[src/rtl/tdr_pkg.sv]
package tdr_pkg;
  localparam int ADDR_W     = 64;
  localparam int DESC_SHIFT = 4;   // 16-byte descriptors
  localparam int STS_OFFS   = 12;  // byte holding status

  localparam int CMD_EOP = 0;
  localparam int CMD_FCS = 1;
  localparam int CMD_RS  = 3;

  localparam logic [2:0] SEL_BASE_LO = 3'd0;
  localparam logic [2:0] SEL_BASE_HI = 3'd1;
  localparam logic [2:0] SEL_LEN     = 3'd2;
  localparam logic [2:0] SEL_HEAD    = 3'd3;
  localparam logic [2:0] SEL_TAIL    = 3'd4;

  typedef enum logic [2:0] {
    ST_IDLE,
    ST_RD,
    ST_SEND,
    ST_WB,
    ST_ADV
  } tdr_state_e;
endpackage

[src/rtl/tdr_ring_regs.sv]
module tdr_ring_regs
  import tdr_pkg::*;
#(
  parameter int LEN_W     = 20,
  parameter int DEF_DESCS = 64,
  localparam int IDX_W    = LEN_W - DESC_SHIFT
) (
  input  logic              clk_i,
  input  logic              rst_ni,
  input  logic              reg_we_i,
  input  logic [2:0]        reg_sel_i,
  input  logic [31:0]       reg_wdata_i,
  input  logic              idle_i,
  input  logic              adv_i,
  output logic [ADDR_W-1:0] base_o,
  output logic [IDX_W-1:0]  head_o,
  output logic [IDX_W-1:0]  tail_o,
  output logic [IDX_W-1:0]  head_nxt_o,
  output logic              head_try_o
);
  localparam logic [LEN_W-1:0] LEN_RST = LEN_W'(DEF_DESCS << DESC_SHIFT);

  logic [63:0]      base_q;
  logic [LEN_W-1:0] len_q;
  logic [IDX_W-1:0] head_q, tail_q, num_desc;
  logic [IDX_W:0]   head_inc;
  logic             head_upd;

  assign num_desc   = len_q[LEN_W-1:DESC_SHIFT];
  assign head_inc   = {1'b0, head_q} + 1'b1;
  assign head_nxt_o = (head_inc >= {1'b0, num_desc}) ? '0 : head_inc[IDX_W-1:0];
  assign head_try_o = reg_we_i && (reg_sel_i == SEL_HEAD);
  assign head_upd   = head_try_o && idle_i;

  always_ff @(posedge clk_i or negedge rst_ni) begin
    if (!rst_ni) begin
      base_q <= '0;
      len_q  <= LEN_RST;
      head_q <= '0;
      tail_q <= '0;
    end else begin
      if (reg_we_i) begin
        case (reg_sel_i)
          SEL_BASE_LO: base_q[31:0]  <= reg_wdata_i;
          SEL_BASE_HI: base_q[63:32] <= reg_wdata_i;
          SEL_LEN:     len_q <= {reg_wdata_i[LEN_W-1:DESC_SHIFT], {DESC_SHIFT{1'b0}}};
          SEL_TAIL:    tail_q <= reg_wdata_i[IDX_W-1:0];
          default: ;
        endcase
      end
      if (head_upd)   head_q <= reg_wdata_i[IDX_W-1:0];
      else if (adv_i) head_q <= head_nxt_o;
    end
  end

  assign base_o = base_q[ADDR_W-1:0];
  assign head_o = head_q;
  assign tail_o = tail_q;

  // busy head write leaves head alone (or on its normal step)
  a_r9_head_write_busy: assert property (@(posedge clk_i) disable iff (!rst_ni)
    head_try_o && !idle_i |=> head_q == $past(head_q) || head_q == $past(head_nxt_o));
  // head moves only on completion or an accepted write
  a_r7_head_moves_on_event: assert property (@(posedge clk_i) disable iff (!rst_ni)
    head_q != $past(head_q) |-> $past(adv_i) || $past(head_upd));
endmodule

[src/rtl/tdr_fetch_fsm.sv]
module tdr_fetch_fsm
  import tdr_pkg::*;
#(
  parameter int IDX_W = 16
) (
  input  logic              clk_i,
  input  logic              rst_ni,
  input  logic [ADDR_W-1:0] base_i,
  input  logic [IDX_W-1:0]  head_i,
  input  logic [IDX_W-1:0]  tail_i,
  input  logic [IDX_W-1:0]  head_nxt_i,
  input  logic              head_try_i,
  output logic              idle_o,
  output logic              adv_o,
  output logic              mem_req_o,
  output logic              mem_we_o,
  output logic [ADDR_W-1:0] mem_addr_o,
  output logic [31:0]       mem_wdata_o,
  output logic [3:0]        mem_wstrb_o,
  input  logic              mem_ack_i,
  input  logic [31:0]       mem_rdata_i,
  output logic              pkt_req_o,
  output logic [ADDR_W-1:0] pkt_addr_o,
  output logic [15:0]       pkt_len_o,
  output logic [7:0]        pkt_cmd_o,
  input  logic              pkt_ack_i,
  output logic              evt_wb_o,
  output logic              evt_empty_o
);
  tdr_state_e        state_q;
  logic [1:0]        wcnt_q;
  logic [63:0]       buf_q;
  logic [15:0]       len_q;
  logic [7:0]        cmd_q;
  logic [ADDR_W-1:0] desc_base;
  logic [15:0]       rd_len;
  logic [7:0]        rd_cmd;

  assign desc_base = base_i + (ADDR_W'(head_i) << DESC_SHIFT);
  assign rd_len    = mem_rdata_i[15:0];
  assign rd_cmd    = mem_rdata_i[31:24];

  always_ff @(posedge clk_i or negedge rst_ni) begin
    if (!rst_ni) begin
      state_q <= ST_IDLE;
      wcnt_q  <= '0;
      buf_q   <= '0;
      len_q   <= '0;
      cmd_q   <= '0;
    end else begin
      case (state_q)
        ST_IDLE: if (head_i != tail_i && !head_try_i) begin
          state_q <= ST_RD;
          wcnt_q  <= '0;
        end
        ST_RD: if (mem_ack_i) begin
          wcnt_q <= wcnt_q + 1'b1;
          case (wcnt_q)
            2'd0: buf_q[31:0]  <= mem_rdata_i;
            2'd1: buf_q[63:32] <= mem_rdata_i;
            default: begin
              len_q <= rd_len;
              cmd_q <= rd_cmd;
              if (rd_len != '0)        state_q <= ST_SEND;
              else if (rd_cmd[CMD_RS]) state_q <= ST_WB;
              else                     state_q <= ST_ADV;
            end
          endcase
        end
        ST_SEND: if (pkt_ack_i) state_q <= cmd_q[CMD_RS] ? ST_WB : ST_ADV;
        ST_WB:   if (mem_ack_i) state_q <= ST_ADV;
        default: state_q <= ST_IDLE;
      endcase
    end
  end

  assign idle_o      = (state_q == ST_IDLE);
  assign adv_o       = (state_q == ST_ADV);
  assign mem_req_o   = (state_q == ST_RD) || (state_q == ST_WB);
  assign mem_we_o    = (state_q == ST_WB);
  assign mem_addr_o  = desc_base + (mem_we_o ? ADDR_W'(STS_OFFS) : ADDR_W'({wcnt_q, 2'b00}));
  assign mem_wdata_o = 32'h0000_0001;
  assign mem_wstrb_o = mem_we_o ? 4'b0001 : 4'b0000;
  assign pkt_req_o   = (state_q == ST_SEND);
  assign pkt_addr_o  = buf_q[ADDR_W-1:0];
  assign pkt_len_o   = len_q;
  assign pkt_cmd_o   = cmd_q;
  assign evt_wb_o    = mem_we_o && mem_ack_i;
  assign evt_empty_o = adv_o && (head_nxt_i == tail_i);


  a_r11_mem_hold: assert property (@(posedge clk_i) disable iff (!rst_ni)
    mem_req_o && !mem_ack_i |=> mem_req_o && $stable(mem_addr_o) && $stable(mem_we_o));

  a_r3_pkt_hold: assert property (@(posedge clk_i) disable iff (!rst_ni)
    pkt_req_o && !pkt_ack_i |=> pkt_req_o && $stable(pkt_addr_o) && $stable(pkt_len_o)
                                && $stable(pkt_cmd_o));

  a_r4_no_zero_len: assert property (@(posedge clk_i) disable iff (!rst_ni)
    pkt_req_o |-> pkt_len_o != '0);

  a_r5_wb_only_on_rs: assert property (@(posedge clk_i) disable iff (!rst_ni)
    mem_req_o && mem_we_o |-> cmd_q[CMD_RS] && mem_wstrb_o == 4'b0001 && mem_wdata_o[0]);

  a_r8_empty_then_idle: assert property (@(posedge clk_i) disable iff (!rst_ni)
    evt_empty_o |=> idle_o && head_i == tail_i);

  a_r10_quiet_when_empty: assert property (@(posedge clk_i) disable iff (!rst_ni)
    idle_o && head_i == tail_i |=> !mem_req_o && !pkt_req_o);
endmodule

[src/rtl/tdr_fetcher.sv]
module tdr_fetcher
  import tdr_pkg::*;
#(
  parameter int LEN_W     = 20,
  parameter int DEF_DESCS = 64,
  localparam int IDX_W    = LEN_W - DESC_SHIFT
) (
  input  logic              clk_i,
  input  logic              rst_ni,
  input  logic              reg_we_i,
  input  logic [2:0]        reg_sel_i,
  input  logic [31:0]       reg_wdata_i,
  output logic [IDX_W-1:0]  head_o,
  output logic              mem_req_o,
  output logic              mem_we_o,
  output logic [ADDR_W-1:0] mem_addr_o,
  output logic [31:0]       mem_wdata_o,
  output logic [3:0]        mem_wstrb_o,
  input  logic              mem_ack_i,
  input  logic [31:0]       mem_rdata_i,
  output logic              pkt_req_o,
  output logic [ADDR_W-1:0] pkt_addr_o,
  output logic [15:0]       pkt_len_o,
  output logic [7:0]        pkt_cmd_o,
  input  logic              pkt_ack_i,
  output logic              evt_wb_o,
  output logic              evt_empty_o
);
  logic [ADDR_W-1:0] base;
  logic [IDX_W-1:0]  head, tail, head_nxt;
  logic              head_try, idle, adv;

  tdr_ring_regs #(.LEN_W(LEN_W), .DEF_DESCS(DEF_DESCS)) u_regs (
    .clk_i, .rst_ni, .reg_we_i, .reg_sel_i, .reg_wdata_i,
    .idle_i(idle), .adv_i(adv), .base_o(base), .head_o(head), .tail_o(tail),
    .head_nxt_o(head_nxt), .head_try_o(head_try)
  );

  tdr_fetch_fsm #(.IDX_W(IDX_W)) u_fsm (
    .clk_i, .rst_ni, .base_i(base), .head_i(head), .tail_i(tail),
    .head_nxt_i(head_nxt), .head_try_i(head_try), .idle_o(idle), .adv_o(adv),
    .mem_req_o, .mem_we_o, .mem_addr_o, .mem_wdata_o, .mem_wstrb_o,
    .mem_ack_i, .mem_rdata_i, .pkt_req_o, .pkt_addr_o, .pkt_len_o, .pkt_cmd_o,
    .pkt_ack_i, .evt_wb_o, .evt_empty_o
  );

  assign head_o = head;
endmodule

[config.mk]
export PLATFORM = sky130hd
export DESIGN_NAME = tdr_fetcher
export DESIGN_NICKNAME = d
export VERILOG_FILES = /design/src/rtl/tdr_pkg.sv /design/src/rtl/tdr_ring_regs.sv /design/src/rtl/tdr_fetch_fsm.sv /design/src/rtl/tdr_fetcher.sv
export SDC_FILE = /design/constraint.sdc
export NUM_CORES = 1
export LEC_CHECK = 0
export BUFFER_PORTS_ARGS = -buffer_cell sky130_fd_sc_hd__buf_2
export CAP_MARGIN = 20
export CORE_MARGIN = 2
export CORE_UTILIZATION = 54
export DETAILED_ROUTE_END_ITERATION = 10
export PLACE_DENSITY = 0.81
export RECOVER_POWER = 25
export SLEW_MARGIN = 30
export SYNTH_ARGS = -nofsm -noshare
export SYNTH_HDL_FRONTEND = slang
export SYNTH_SLANG_ARGS = --single-unit
[constraint.sdc]
create_clock -name clk_i -period 5.7 [get_ports clk_i]
set_input_delay 1.14 -clock clk_i [delete_from_list [all_inputs] [get_ports clk_i]]
set_output_delay 1.14 -clock clk_i [all_outputs]
set_load 0.01 [all_outputs]
==> impl_metrics.toml <==
[hold_path]
min_path_type = "flip-flop to flip-flop"

[route]
dr.pass1.iters = 5
ant_nets = 0
drt-total-wl_um = 30300
num_vias = 8914
drt_iter0_drc = 452
wire_per_inst_um = 19.5
via_per_inst = 5.73
drcViolationCount = 0

[clocking]
postCtsHoldBufs = 0
cts_max_level = 1
clockRootBuffer = "clkbuf_16"
clk_path_buf_depth = 3
clock_sinks = 205
cts_made_buffers = 23
clk_pin_slew_worst_paths_ns = 0.06
clk_latency_ns = 0.53
cts_tree = "yes"

[flow_run]
cap_violations = 3

[critical_path]
cp.required_ns = 4.56
path_cells = "buf_4, nand2_1, nor4_2, xnor2_2, inv_1, ha_1, nand4_1, o41ai_1, a221oi_1, and4b_1, a211o_1, a221oi_1, nand4_1, nor4_2, buf_2"
cp_slowest_stage_delay_ns = 0.39
path_buf_inv = 3
critPathCaptureType = "output pin"
cp_slowest_cell = "dfrtp_1"
start_kind = "flip-flop"
worstPathMaxFanout = 9
arrival_ns = 4.50
critical_path_class = "flip-flop to output pin"
cp_top_family = "simple AND/OR/NAND/NOR gates"

[synth]
synth-edff-count = 0
ys_ff_latch = 205
synthFlopType = "dfrtp_1"
synth_area_sq_um = 11300
ys_types = 66
synthCells = 1031
synth_seq_area_share_pct = 45.6
yosysWarnings = 0
syn_avg_cell_area_sq_um = 10.9
synthArstFlopShare_pct = 100

[final_layout]
drive_gt1_share_pct = 38.9
antennaDiodeCount = 0
fill_cells = 1558
nets = 1383
syn2layout_area_growth_pct = 19.9
layout_common_cells = "buf_2 (243), dfrtp_1 (194), mux2_2 (161)"
final_common_cell = "buf_2"
fin_area_sq_um = 13500

[place]
gp_congestion = 0.934
portBuffers = 245
place_ws_ns = 0.406
hpwlAfterDp_um = 22300
placed_area_sq_um = 12700

[run_status]
status = "finished with violations"
violations = "capacitance limit, slew limit"

[sta]
worst_slew_pin_slew_ns = 4.02
worst_slack_ns = 0.0622
hold_viol = 0
slew_violations = 152
finalCritPeriodShare_pct = 98.9
fin_skew_ns = 0.00935
clock.fmax_mhz = 177
rsz0062_at_grt = "true"
period_minus_slack_ns = 5.64
max-slew-margin-rel_pct = -168
setup_violations = 0
fin_tns_setup_ns = 0

[grt]
grt_max_degree = 115
top_usage_layer = "met2"
grt.met3_usage_pct = 5.95
grt_pass1_wl_um = 47900
met1_usage_pct = 35.5
grt_pass1_vias = 9099
antenna_found_initial = 0
grtUsageMet2_pct = 46.0
grt_use_total_pct = 27.4
grt-ovfl-total = 0

[floorplanning]
rows = 52
core_sq_um = 20400
io_pins = 281
start_util_pct = 55.3
dieArea_sq_um = 22000
fp.dieW_um = 148
die_h_um = 148

[power]
peakVddDrop_v = 0.000406
total_power_w = 0.00708
cellPowerDensity_nw_per_um2 = 524
power_leakage_nw = 6.38
sequential cells by signal, indices dropped and copies added, names as in the netlist:
register,cells
u_fsm.pkt_addr_o,64
u_fsm.pkt_cmd_o,8
u_fsm.pkt_len_o,16
u_fsm.state_q,3
u_fsm.wcnt_q,2
u_regs.base_o,64
u_regs.head_o,16
u_regs.len_q,16
u_regs.tail_o,16
worst min-delay path: stages (launching register included):
cell,delay (ns)
dfrtp_1,0.34
nand2_1,0.05
o21ai_0,0.06
where the power goes:
part	leakage, nW	internal (W)	switching (W)
clock	0.364	0.000862	0.000604
combinational	3.53	0.00143	0.00175
sequential	2.48	0.00198	0.000448
total	6.38	0.00428	0.00280
what timing repair did:
action | in CTS | in global routing
endpoints found under the setup margin | 1 | 6
setup buffers | 0 | 7
resized for setup | 8 | 12
pin swaps | 1 | 3
area by class of cell:
class	count	area [sq um]	area share [%]
Clock buffer	28	614	4.55
Sequential cell	205	5140	38.1
Multi-Input combinational cell	740	5740	42.5
Tap cell	270	338	2.50
Clock inverter	11	129	0.954
Timing Repair Buffer	265	1400	10.4
Inverter	38	143	1.06
synth_stat cells, types with 4 or more instances:
cell      count  area share (%)
dfrtp_1     204              45
mux2_2      161              16
nand2_1      75             2.5
and3_1       23             1.3
a21o_1        7            0.47
a22oi_1      10            0.67
nor4_1       10            0.56
o21ai_0      54             2.4
xor2_1       41             3.2
o311ai_0      4            0.31
nor4_2        8            0.89
nor3b_1       4            0.27
buf_1         5            0.17
and4_1        5            0.39
xnor2_1      54             4.2
buf_4        38             2.5
nand2b_1      4            0.22
a31oi_1       5            0.28
nor2b_1       5            0.28
nand4_1      22             1.2
inv_1        38             1.3
ha_1         37             4.1
nor3_1       23             1.0
and2_1        4            0.22
clkbuf_1     32             1.1
o21bai_1      4            0.27
nor2_1       31             1.0
a21oi_1      24             1.1
nand3_1      31             1.4
buf_2         6            0.27
logic make-up (layout without fill, tap and decap cells):
kind of cell    Yosys count  in the layout  synth area share, %
buf+inv                 119            342                 5.30
simple gates            269            269                 13.4
compound gates          142            142                 7.92
mux                     161            161                 16.1
xor+xnor                 95             95                 7.39
flops                   205            205                 45.6
fa+ha+maj                38             38                 4.29
other cells               2             35               0.0667
layer usage:
metal,vias to the layer above,part of all wire (%),wire length [um]
met5,-,0,0
met1,4334,40,12300
met3,77,8.4,2530
met2,424,48,14400
li1,4079,-,-
met4,0,3.7,1130
worst paths after layout:
kind / depth (start not counted) / startpoint / endpoint / slack [ns]
max reg2reg: 14 / u_regs.head_o[0]$_DFFE_PN0P_ / u_regs.head_o[2]$_DFFE_PN0P_ / 1.81
min reg2reg: 2 / u_fsm.pkt_addr_o[59]$_DFFE_PN0P_ / u_fsm.pkt_addr_o[59]$_DFFE_PN0P_ / 0.48
min in group asynchronous: 1 / rst_ni / u_regs.len_q[19]$_DFFE_PN0P_ / 2.14
min: 2 / u_fsm.pkt_addr_o[59]$_DFFE_PN0P_ / u_fsm.pkt_addr_o[59]$_DFFE_PN0P_ / 0.48
max: 15 / u_regs.head_o[0]$_DFFE_PN0P_ / evt_empty_o / 0.06
max in group asynchronous: 1 / rst_ni / u_regs.head_o[3]$_DFFE_PN0P_ / 0.99
metrics by stage:
| step | hold WS [ns] | utilization, % | cells |
|---|---|---|---|
| floorplan | 0.450 | - | 1064 |
| global placement | 0.463 | 62.0 | 1510 |
| detailed placement | 0.472 | 62.2 | 1511 |
| CTS | 0.486 | 66.0 | 1550 |
| global route | 0.510 | 66.3 | 1557 |
| finish | 0.483 | 66.3 | 1557 |
No activity file was read; power rests on OpenSTA's default activity.
